`src/rtl/srp_pkg.sv`:
```
package srp_pkg;

    typedef enum logic [1:0] {
        SM_FREE  = 2'd0,
        SM_SELF  = 2'd1,
        SM_PIPE  = 2'd2,
        SM_BURST = 2'd3
    } srp_mode_e;

    typedef enum logic [1:0] {
        GS_IDLE = 2'd0,
        GS_LOW  = 2'd1,
        GS_HIGH = 2'd2
    } gen_state_e;

    typedef struct packed {
        logic level;
        logic fall;
    } sync_edge_t;

    function automatic logic mode_drives_clock(srp_mode_e m);
        return (m == SM_FREE) || (m == SM_SELF);
    endfunction

endpackage

```
`src/rtl/srp_sclk_sync.sv`:
```
module srp_sclk_sync #(
    parameter int STAGES = 2
) (
    input  logic                clk,
    input  logic                rst,
    input  logic                din,
    output srp_pkg::sync_edge_t edge_o
);
    logic [STAGES:0] pipe;

    always_ff @(posedge clk) begin
        if (rst) pipe <= '0;
        else     pipe <= {pipe[STAGES-1:0], din};
    end

    always_comb begin
        edge_o.level = pipe[STAGES-1];
        edge_o.fall  = pipe[STAGES] & ~pipe[STAGES-1];
    end
endmodule

```
`src/rtl/srp_word_buf.sv`:
```
module srp_word_buf #(
    parameter int W = 16
) (
    input  logic         clk,
    input  logic         rst,
    input  logic [W-1:0] wr_data,
    input  logic         wr_en,
    output logic [W-1:0] stored,
    output logic [W-1:0] fresh
);
    always_ff @(posedge clk) begin
        if (rst)        stored <= '0;
        else if (wr_en) stored <= wr_data;
    end

    assign fresh = wr_en ? wr_data : stored;
endmodule

```
`src/rtl/serial_result_port.sv`:
```
module serial_result_port
    import srp_pkg::*;
#(
    parameter int W           = 16,
    parameter int HALF_CYC    = 2,
    parameter int SYNC_STAGES = 2
) (
    input  logic         clk,
    input  logic         rst,
    input  logic [1:0]   mode,
    input  logic [W-1:0] result,
    input  logic         result_vld,
    input  logic         hold_n,
    input  logic         conv_busy,
    input  logic         sclk_in,
    output logic         sdata,
    output logic         sclk_out,
    output logic         sclk_oe,
    output logic         frame_n
);
    localparam int CNT_W = $clog2(W + 1);
    localparam int PH_W  = $clog2(HALF_CYC + 1);
    localparam logic [CNT_W-1:0] LAST_BITS = CNT_W'(W - 1);
    localparam logic [CNT_W-1:0] ALL_BITS  = CNT_W'(W);
    localparam logic [PH_W-1:0]  PH_END    = PH_W'(HALF_CYC - 1);

    srp_mode_e  md;
    sync_edge_t ext;
    logic [W-1:0] stored_w, fresh_w, load_w;
    logic [W-1:0] shreg;
    logic [CNT_W-1:0] remain;
    logic [PH_W-1:0]  ph;
    gen_state_e st;
    logic sd_q, sclk_q, frame_q;
    logic hold_q, busy_q;
    logic hold_fall, done_fall, gen_start, ext_load, defer;

    assign md = srp_mode_e'(mode);

    srp_sclk_sync #(.STAGES(SYNC_STAGES)) u_sync (
        .clk(clk), .rst(rst), .din(sclk_in), .edge_o(ext)
    );

    srp_word_buf #(.W(W)) u_buf (
        .clk(clk), .rst(rst), .wr_data(result), .wr_en(result_vld),
        .stored(stored_w), .fresh(fresh_w)
    );

    assign hold_fall = hold_q & ~hold_n;
    assign done_fall = busy_q & ~conv_busy;

    always_comb begin
        unique case (md)
            SM_FREE:  load_w = result;
            SM_BURST: load_w = fresh_w;
            default:  load_w = stored_w;
        endcase
    end

    assign gen_start = (st == GS_IDLE) &&
                       (((md == SM_FREE) && result_vld) || ((md == SM_SELF) && hold_fall));
    assign ext_load  = ((md == SM_PIPE) && hold_fall) || ((md == SM_BURST) && done_fall);
    assign defer     = (md == SM_BURST) && ext.level;

    always_ff @(posedge clk) begin
        if (rst) begin
            shreg   <= '0;
            remain  <= '0;
            ph      <= '0;
            st      <= GS_IDLE;
            sd_q    <= 1'b0;
            sclk_q  <= 1'b0;
            frame_q <= 1'b1;
            hold_q  <= 1'b1;
            busy_q  <= 1'b0;
        end else begin
            hold_q <= hold_n;
            busy_q <= conv_busy;
            if (mode_drives_clock(md)) begin
                unique case (st)
                    GS_IDLE: begin
                        if (gen_start) begin
                            sd_q    <= load_w[W-1];
                            shreg   <= {load_w[W-2:0], 1'b0};
                            remain  <= LAST_BITS;
                            frame_q <= 1'b0;
                            sclk_q  <= 1'b0;
                            ph      <= '0;
                            st      <= GS_LOW;
                        end
                    end
                    GS_LOW: begin
                        if (ph == PH_END) begin
                            sclk_q <= 1'b1;
                            ph     <= '0;
                            st     <= GS_HIGH;
                        end else begin
                            ph <= ph + 1'b1;
                        end
                    end
                    GS_HIGH: begin
                        if (ph == PH_END) begin
                            sclk_q <= 1'b0;
                            ph     <= '0;
                            if (remain == '0) begin
                                frame_q <= 1'b1;
                                st      <= GS_IDLE;
                            end else begin
                                sd_q   <= shreg[W-1];
                                shreg  <= {shreg[W-2:0], 1'b0};
                                remain <= remain - 1'b1;
                                st     <= GS_LOW;
                            end
                        end else begin
                            ph <= ph + 1'b1;
                        end
                    end
                    default: st <= GS_IDLE;
                endcase
            end else begin
                st      <= GS_IDLE;
                frame_q <= 1'b1;
                sclk_q  <= 1'b0;
                ph      <= '0;
                if (ext_load) begin
                    if (defer) begin
                        shreg  <= load_w;
                        remain <= ALL_BITS;
                    end else begin
                        sd_q   <= load_w[W-1];
                        shreg  <= {load_w[W-2:0], 1'b0};
                        remain <= LAST_BITS;
                    end
                end else if (ext.fall && (remain != '0)) begin
                    sd_q   <= shreg[W-1];
                    shreg  <= {shreg[W-2:0], 1'b0};
                    remain <= remain - 1'b1;
                end
            end
        end
    end

    assign sdata    = sd_q;
    assign sclk_out = sclk_q;
    assign frame_n  = frame_q;
    assign sclk_oe  = mode_drives_clock(md);
endmodule

```
`config.mk`:
```
export PLATFORM = sky130hd
export DESIGN_NAME = serial_result_port
export DESIGN_NICKNAME = d
export VERILOG_FILES = /design/src/rtl/srp_pkg.sv /design/src/rtl/srp_sclk_sync.sv /design/src/rtl/srp_word_buf.sv /design/src/rtl/serial_result_port.sv
export SDC_FILE = /design/constraint.sdc
export NUM_CORES = 1
export LEC_CHECK = 0
export BUFFER_PORTS_ARGS = -buffer_cell sky130_fd_sc_hd__buf_2
export CAP_MARGIN = 5
export CORE_MARGIN = 1
export CORE_UTILIZATION = 45
export CTS_CLUSTER_SIZE = 12
export DETAILED_ROUTE_END_ITERATION = 10
export GPL_TIMING_DRIVEN = 0
export PLACE_DENSITY_LB_ADDON = 0.15
export SLEW_MARGIN = 25
export SYNTH_ARGS = -nofsm -noshare
export SYNTH_HDL_FRONTEND = slang
export SYNTH_SLANG_ARGS = --single-unit
export TNS_END_PERCENT = 1
```
`constraint.sdc`:
```
create_clock -name clk -period 1.75 [get_ports clk]
set_input_delay 0 -clock clk [delete_from_list [all_inputs] [get_ports clk]]
set_output_delay 0 -clock clk [all_outputs]
set_load 0.005 [all_outputs]
```
==> results of run 1 <==
worst paths after layout:
kind                                startpoint  cells after the start        endpoint
worst max-delay path                     st[1]                      9       remain[4]
worst min-delay path                       rst                      2  u_sync.pipe[0]
worst max register to register           st[1]                      9       remain[4]
worst min register to register  u_sync.pipe[0]                      1  u_sync.pipe[1]
layer usage:
metal  global-route usage  routed length (µm)  vias to the layer above
met5                    0                   0                        -
met4               0.0759                 101                        0
met3               0.0535                 299                       10
met2                0.362                2910                       44
met1                0.306                3230                     1123
li1                     -                   -                     1187
metrics by stage:
step,TNS [ns],cells
global route,-3.02,419
CTS,-0.494,417
detailed placement,-4.87,376
global placement,-4.42,376
finish,-0.993,419
floorplan,0,278
registers in the layout, summed over array words and instances, names as in the netlist:
register      cells
sclk_out          1
shreg            16
busy_q            1
hold_q            1
ph                2
remain            5
frame_n           1
u_buf.stored     16
u_sync.pipe       3
sdata             1
st                2
critical path: cells and delay by family (launching register included):
family | cells | cell delay, ns
buf+inv | 3 | 0.46
fa+ha+maj | 1 | 0.18
flops | 1 | 0.34
compound gates | 2 | 0.34
simple gates | 3 | 0.37
layout by cell type (no fill, tap or decap), types with 6 or more instances in the layout:
| master | Yosys | routed |
|---|---|---|
| a22o_1 | 16 | 16 |
| clkbuf_1 | 9 | 7 |
| a222oi_1 | 14 | 14 |
| nand2_1 | 11 | 11 |
| a211oi_2 | 14 | 14 |
| a21oi_1 | 13 | 12 |
| nor2_1 | 37 | 33 |
| o21ai_0 | 6 | 6 |
| mux2i_1 | 17 | 17 |
| buf_4 | 0 | 15 |
| dfxtp_1 | 49 | 46 |
| dlygate4sd3_1 | 0 | 19 |
| ha_1 | 9 | 6 |
| buf_2 | 6 | 31 |
power groups by stage:
stage	Sequential (mW)	Combinational (mW)	Clock (mW)
2_1_floorplan	1.26	0.450	0
3_3_place_gp	1.27	0.580	0
3_5_place_dp	1.27	0.585	0
4_1_cts	1.25	0.690	0.855
5_1_grt	1.26	0.787	0.894
6_report	1.25	0.716	0.837
synth_stat cells, types with 2 or more instances:
cell       n  area [µm²]
buf_6      2        22.5
mux2i_1   17         170
nor2_1    37         139
nor3b_1    2        15.0
a211oi_2  14         175
a22oi_1    2        15.0
nand2b_1   5        31.3
a21oi_1   13        65.1
or3_1      2        12.5
dfxtp_1   49         981
inv_1      8        30.0
o211ai_1   3        22.5
buf_2      6        30.0
nand3_1    2        10.0
a21o_1     3        22.5
a22o_1    16         140
and3b_1    3        26.3
ha_1       9         113
clkbuf_1   9        33.8
o21ai_1    3        15.0
nor3_1     6        30.0
o21ai_0    6        30.0
nor2b_1    5        31.3
nand2_1   11        41.3
nand3b_1   4        30.0
xor2_1     2        17.5
a222oi_1  14         140
layout make-up:
cell class                      instances  area, µm²  area share
Tap cell                               72       90.1      0.0264
Clock inverter                          2       38.8      0.0114
Multi-Input combinational cell        202       1640       0.481
Inverter                                9       33.8     0.00991
Timing Repair Buffer                   63        464       0.136
Clock buffer                            6       72.6      0.0213
Buffer                                 16       86.3      0.0253
Sequential cell                        49        985       0.289
what timing repair did:
item,CTS,global route
hold endpoints to repair,19,0
pin swaps,16,6
cloned,2,0
endpoints found under the setup margin,26,26
hold buffers,19,0
setup buffers,14,2
resized for setup,25,12
kinds of logic (layout without fill, tap and decap cells):
logic type	count (synthesis)	in the layout	synth area share
xor gates and xnor gates	2	2	0.00672
buffers and inverters	27	96	0.0475
adders and majority gates	9	9	0.0432
AOI/OAI and AO/OA	91	91	0.303
DFF	49	49	0.376
muxes	17	17	0.0652
and+or+nand+nor	83	83	0.159
==> results.cfg, run 1 <==
[status]
outcome = finished with violations
violations = negative setup slack

[cts]
cts_tree = built
clockBufferDepth = 2
clock_sinks = 49
cts-root-buf = clkbuf_8
cts.clk_slew.worst_paths_ns = 0.09
cts_made_buffers = 5
htree_levels = 2
clk-insertion-delay-late_ns = 0.31

[sta]
hold_violations = 0
rsz0062_at_grt = yes
tightest_slew_ns = 0.727
fin_crit_sh = 1.04
clock.fmax_ghz = 0.547
setup_violations = 21
clock_skew_ns = 0.00984
min_period_ns = 1.83
timing.hold.ws_ns = 0.101
max_slew_margin = 0.515
setup_ws_ns = -0.0770
slew_viol_final = 0

[synth]
avgSynthCellArea_um2 = 9.38
synth_area_mm2 = 0.00261
async_reset_ff_frac = 0
ys_warn_count = 0
synth_edf_count = 0
synth_nets = 311
ys_types = 52
ys_seq_area_frac = 0.376
ys.flop_type = dfxtp_1
ys_seq_elements = 49
syn_inst = 278

[floorplan]
die_h_um = 78.1
dieArea_mm2 = 0.00611
die_w_um = 78.1
boundaryPins = 28
rows = 27
core-area_mm2 = 0.00554
start_util = 0.471

[power]
p_sw_uw = 837
p_per_area_mw_per_mm2 = 822
p_leak_nw = 1.38
switching_share = 0.299
pwr-share-clk = 0.299
p_seq_frac = 0.446
power_frac_comb = 0.255
intPower_mw = 1.97
total_power_mw = 2.80
peakVddDrop_mv = 0.542

[global_route]
grt_pass1_vias = 2345
grt_pass1_wl_mm = 11.0
grt_max_degree = 16
grt-ovfl-total = 0
antenna_found_initial = 0
track_usage = 0.229

[setup_path]
cp-end-kind = flip-flop
path_common_cell = buf_4
worst-setup-path-type = reg -> reg
path_max_fanout = 5
startpoint_type = flip-flop
slowest_delay_ns = 0.34
critPathSlowestCell = dfxtp_2
crit_chain = buf_6 -> ha_4 -> nand2b_4 -> a221oi_4 -> buf_4 -> o22ai_4 -> buf_4 -> nor3_2 -> nor3_1
crit_required_ns = 1.92
rrSetupSlack_ns = -0.08
crit_arrival_ns = 2.00

[route]
drtAntennaViolNets = 0
avgViaCountPerCell = 5.64
drt_iter0_markers = 158
firstDrtPassIters = 5
postRouteWirelength_mm = 6.55
drc = 0
dr_total_vias = 2364
wire_per_inst_um = 15.6

[worst_hold_path]
hold_class = in -> reg

[final_layout]
syn2layout_area_growth_pct = 30.7
final_util = 0.615
diodes = 0
drive_above_1_share = 0.305
fin_area_mm2 = 0.00341
nFillCells = 503
nNetsFinal = 379

[placed_design]
post-place-ws_ns = -0.276
place_congestion = 0.741
io_buffers = 26
dp_hpwl_mm = 4.28
placedInstanceArea_mm2 = 0.00284

[job]
maxCapViolCount = 0
(Power assumes the default switching activity.)
==> inputs of run 2 (changes only) <==
CORE_MARGIN = default   (was 1)
CORE_UTILIZATION = 54   (was 45)
SYNTH_HIERARCHICAL = 1   (was default)
==> results.cfg, run 2 <==
[status]
outcome = finished with violations
violations = negative setup slack

[sta]
clock.fmax_ghz = 0.508
slew_viol_final = 0
clock_skew_ns = 0.0149
hold_violations = 0
setup_violations = 22
setup_ws_ns = -0.217
rsz0062_at_grt = yes
fin_crit_sh = 1.12
tightest_slew_ns = 0.579
min_period_ns = 1.97
max_slew_margin = 0.614

[synth]
synthMuxAreaShare = 0.0808
ys.flop_type = dfxtp_1
syn_inst = 332
ys_warn_count = 6
synth_fa_ha_area_frac = 0.0381
synthSimpleGateAreaFrac = 0.183
synth.most_common_cell = dfxtp_1
synth_edf_count = 0
netlist.area_leader.share = 0.332
synth.largest_area_cell = dfxtp_1
ys_seq_area_frac = 0.332
synth-compound-area-share = 0.296
ys_seq_elements = 49
async_reset_ff_frac = 0
synth_nets = 365
synth_common_cells = 49 x dfxtp_1, 30 x nand2_1, 30 x o21ai_0
synth_top_family_by_area = compound AO/OA/AOI/OAI gates
synthTopCellsByArea = dfxtp_1 33%, mux2_4 5.1%, o21ai_0 5.1%
synth_area_mm2 = 0.00296
ys_types = 60
avgSynthCellArea_um2 = 8.91
synth-xor-area-share = 0

[setup_path]
worst-setup-path-type = reg -> reg
crit_family = simple AND/OR/NAND/NOR gates
critPathSlowestCell = or4_1
cp-end-kind = flip-flop
crit_chain = inv_2 -> ha_4 -> nor4b_4 -> buf_4 -> o31ai_4 -> a22oi_2 -> or4_1 -> a21oi_1
path_max_fanout = 6
crit_required_ns = 2.00
crit_arrival_ns = 2.22
slowest_delay_ns = 0.54
startpoint_type = flip-flop
cp.buffers_inverters = 2

[final_layout]
syn2layout_area_growth_pct = 15.2
final_common_cell = dfxtp_1
drive_above_1_share = 0.275
diodes = 0
final_cell_mix = 45 x dfxtp_1, 33 x buf_2, 30 x nand2_1
nNetsFinal = 406
reg_top3 = shreg: 16 flops, u_buf/stored: 16 flops, remain: 5 flops
nFillCells = 451
fin_area_mm2 = 0.00341

[placed_design]
io_buffers = 27
placedInstanceArea_mm2 = 0.00320
place_congestion = 0.825
dp_hpwl_mm = 4.86

[cts]
cts_tree = built
htree_levels = 2
clock_sinks = 49
clockBufferDepth = 2
cts.clk_slew.worst_paths_ns = 0.10
cts_made_buffers = 5
cts-root-buf = clkbuf_8
clk-insertion-delay-late_ns = 0.32

[route]
firstDrtPassIters = 5
wire_per_inst_um = 15.3
avgViaCountPerCell = 5.80
drtAntennaViolNets = 0
postRouteWirelength_mm = 6.81
dr_total_vias = 2577
drt_iter0_markers = 219
drc = 0

[global_route]
grt_pass1_wl_mm = 11.6
antenna_found_initial = 0
grt-ovfl-total = 0
gr-usage-met3 = 0.0479
use_met1 = 0.337
grt.busiest_layer = met2
grt_use_met2 = 0.404
track_usage = 0.247
grt_pass1_vias = 2452
grt_max_degree = 18

[worst_hold_path]
hold_class = in -> reg

[floorplan]
die_h_um = 76.0
dieArea_mm2 = 0.00578
core-area_mm2 = 0.00520
die_w_um = 76.0
start_util = 0.568
boundaryPins = 28
rows = 26

[power]
total_power_mw = 2.77
p_per_area_mw_per_mm2 = 813
peakVddDrop_mv = 0.519
p_leak_nw = 1.37

[job]
maxCapViolCount = 0
run 2: per-layer routing:
layer,up-vias,routed length [µm],share of wire
met1,1207,3320,0.49
li1,1299,-,-
met2,62,3080,0.45
met3,9,335,0.049
met4,0,67,0.0098
met5,-,0,0
run 2: cell type report:
type,count,area [µm²],area share
Multi-Input combinational cell,245,1800,0.529
Sequential cell,49,986,0.289
Timing Repair Buffer,34,195,0.0573
Buffer,23,164,0.0481
Tap cell,70,87.6,0.0257
Clock buffer,5,68.8,0.0202
Inverter,15,56.3,0.0165
Clock inverter,3,47.5,0.0140
run 2: kinds of logic (layout without fill, tap and decap cells):
group,Yosys count,count (layout)
compound gates,123,123
simple gates,95,95
flops,49,49
buf+inv,38,80
mux,18,18
fa+ha+maj,9,9
run 2: what timing repair did:
action	4_1_cts	5_1_grt
hold endpoints to repair	3	0
pin swaps	6	1
resized for setup	13	1
endpoints found under the setup margin	22	22
setup buffers	4	0
hold buffers	3	0
run 2: power by group:
group          switching, mW  total, mW  internal [mW]  leakage [nW]
clock                  0.428      0.864          0.437        0.0591
combinational          0.366      0.682          0.316         0.904
sequential            0.0420       1.23           1.18         0.403
total                  0.836       2.77           1.94          1.37
run 2: metrics by stage:
step	TNS, ns	instances	worst slack [ns]	utilization	hold slack (ns)
2_1_floorplan	-0.00413	332	-0.00208	-	0.0643
3_3_place_gp	-4.51	429	-0.242	0.614	0.206
3_5_place_dp	-5.05	429	-0.279	0.614	0.215
4_1_cts	-1.79	444	-0.202	0.654	0.0376
5_1_grt	-5.10	444	-0.321	0.655	0.0373
6_report	-2.61	444	-0.217	0.655	0.0315
run 2: path summary, 6_finish.rpt:
kind | startpoint | to | slack [ns] | cells past startpoint
min | rst | u_buf/stored[1] | 0.03 | 2
max | remain[1] | shreg[10] | -0.22 | 8
min reg2reg | ph[1] | ph[1] | 0.44 | 2
max reg2reg | remain[1] | shreg[10] | -0.22 | 8
==> inputs of run 3 (changes only) <==
CORE_UTILIZATION = 56   (was 54)
CTS_BUF_LIST = sky130_fd_sc_hd__clkbuf_4   (was default)
==> results.cfg, run 3 (same netlist as run 2, synthesis figures left out) <==
[placed_design]
io_buffers = 27
dp_cells = 429
dp_hpwl_mm = 4.97
place_congestion = 0.830

[power]
p_leak_nw = 1.41
peakVddDrop_mv = 0.494
p_per_area_mw_per_mm2 = 710
total_power_mw = 2.50

[job]
maxCapViolCount = 0

[cts]
cts-root-buf = clkbuf_4
cts.clk_slew.worst_paths_ns = 0.16
cts_made_buffers = 5
cts_tree = built
htree_levels = 2
clockBufferDepth = 2
clk-insertion-delay-late_ns = 0.38
clock_sinks = 49

[setup_path]
crit_required_ns = 2.07
r2r_cells = 8
worst-setup-path-type = reg -> reg
rrSetupSlack_ns = -0.20
startpoint_type = flip-flop
path_max_fanout = 5
crit_arrival_ns = 2.27
cp-end-kind = flip-flop

[status]
violations = negative setup slack
outcome = finished with violations

[floorplan]
core-area_mm2 = 0.00511
die_h_um = 74.7
start_util = 0.579
dieArea_mm2 = 0.00558
die_w_um = 74.7
rows = 26
boundaryPins = 28

[sta]
tightest_slew_ns = 0.580
setup_ws_ns = -0.196
hold_violations = 0
max_slew_margin = 0.613
fin_crit_sh = 1.11
min_period_ns = 1.95
tns_ns = -2.23
clock_skew_ns = 0.0141
setup_violations = 22
rsz0062_at_grt = yes
slew_viol_final = 0
clock.fmax_ghz = 0.514
timing.hold.ws_ns = 0.00835

[global_route]
grt-ovfl-total = 0
grt_pass1_vias = 2582
grt_max_degree = 17
track_usage = 0.279
antenna_found_initial = 0
grt_pass1_wl_mm = 12.0

[worst_hold_path]
hold_class = in -> reg
hold_depth = 3

[final_layout]
final_util = 0.688
nNetsFinal = 421
reg_top3 = shreg: 16 flops, u_buf/stored: 16 flops, remain: 5 flops
syn2layout_area_growth_pct = 18.8
diodes = 0
drive_above_1_share = 0.275
instances_no_fill = 459
final_common_cell = dfxtp_1
final_cell_mix = 45 x dfxtp_1, 33 x buf_2, 30 x nand2_1

[route]
drt_iter0_markers = 172
postRouteWirelength_mm = 7.10
drc = 0
firstDrtPassIters = 5
dr_total_vias = 2693
avgViaCountPerCell = 5.87
wire_per_inst_um = 15.5
drtAntennaViolNets = 0
==> run 3: cell count changes in the layout (fill, tap and decap cells not counted), moves of 2 or more <==
cell	previous run	this run
dlygate4sd3_1	3	16
clkbuf_4	0	5
buf_4	9	11
clkbuf_8	5	0
o21ai_1	4	6
==> run 3: per-stage QoR <==
step	setup WS, ns	cell area [µm²]
3_5_place_dp	-0.279	3200
4_1_cts	-0.160	3490
3_3_place_gp	-0.244	3200
5_1_grt	-0.287	3510
6_report	-0.196	3510
2_1_floorplan	-0.00208	2980
==> run 3: area by class of cell <==
| cell class | count | area [µm²] |
|---|---|---|
| clock inverter | 3 | 21.3 |
| fill | 426 | 1590 |
| tap | 70 | 87.6 |
| sequential | 49 | 986 |
| buffer | 23 | 168 |
| multi-input combinational | 245 | 1820 |
| timing repair buffer | 49 | 340 |
| clock buffer | 5 | 37.5 |
| inverter | 15 | 56.3 |
==> run 3: path summary, 6_finish.rpt <==
check / start / to
hold reg to reg: ph[1] / ph[1]
hold / removal: result[10] / u_buf/stored[10]
setup / recovery: remain[0] / shreg[10]
setup reg to reg: remain[0] / shreg[10]
==> run 3: power by group <==
part	switching, mW	internal [mW]	total [mW]
clock	0.390	0.160	0.550
sequential	0.0433	1.18	1.23
combinational	0.373	0.345	0.718
==> run 3: repair_timing <==
item / 4_1_cts / 5_1_grt
endpoints found under the hold margin: 19 / 0
gates resized for setup: 13 / 5
pin swaps: 7 / 2
setup endpoints to repair: 22 / 22
setup buffers: 7 / 0
hold buffers: 16 / 0
==> run 3: metal layers <==
| layer | share of wire | global-route usage | vias to the layer above |
|---|---|---|---|
| li1 | - | - | 1341 |
| met3 | 0.042 | 0.0361 | 10 |
| met5 | 0 | 0 | - |
| met2 | 0.48 | 0.474 | 75 |
| met1 | 0.46 | 0.370 | 1267 |
| met4 | 0.015 | 0.0797 | 0 |
==> run 3: critical path, cell delays in order (launching register included) <==
cell	delay [ns]
dfxtp_2	0.37
inv_2	0.05
ha_4	0.16
nor4b_4	0.12
buf_4	0.17
o31ai_4	0.21
a22oi_2	0.16
or4_1	0.53
a21oi_1	0.12
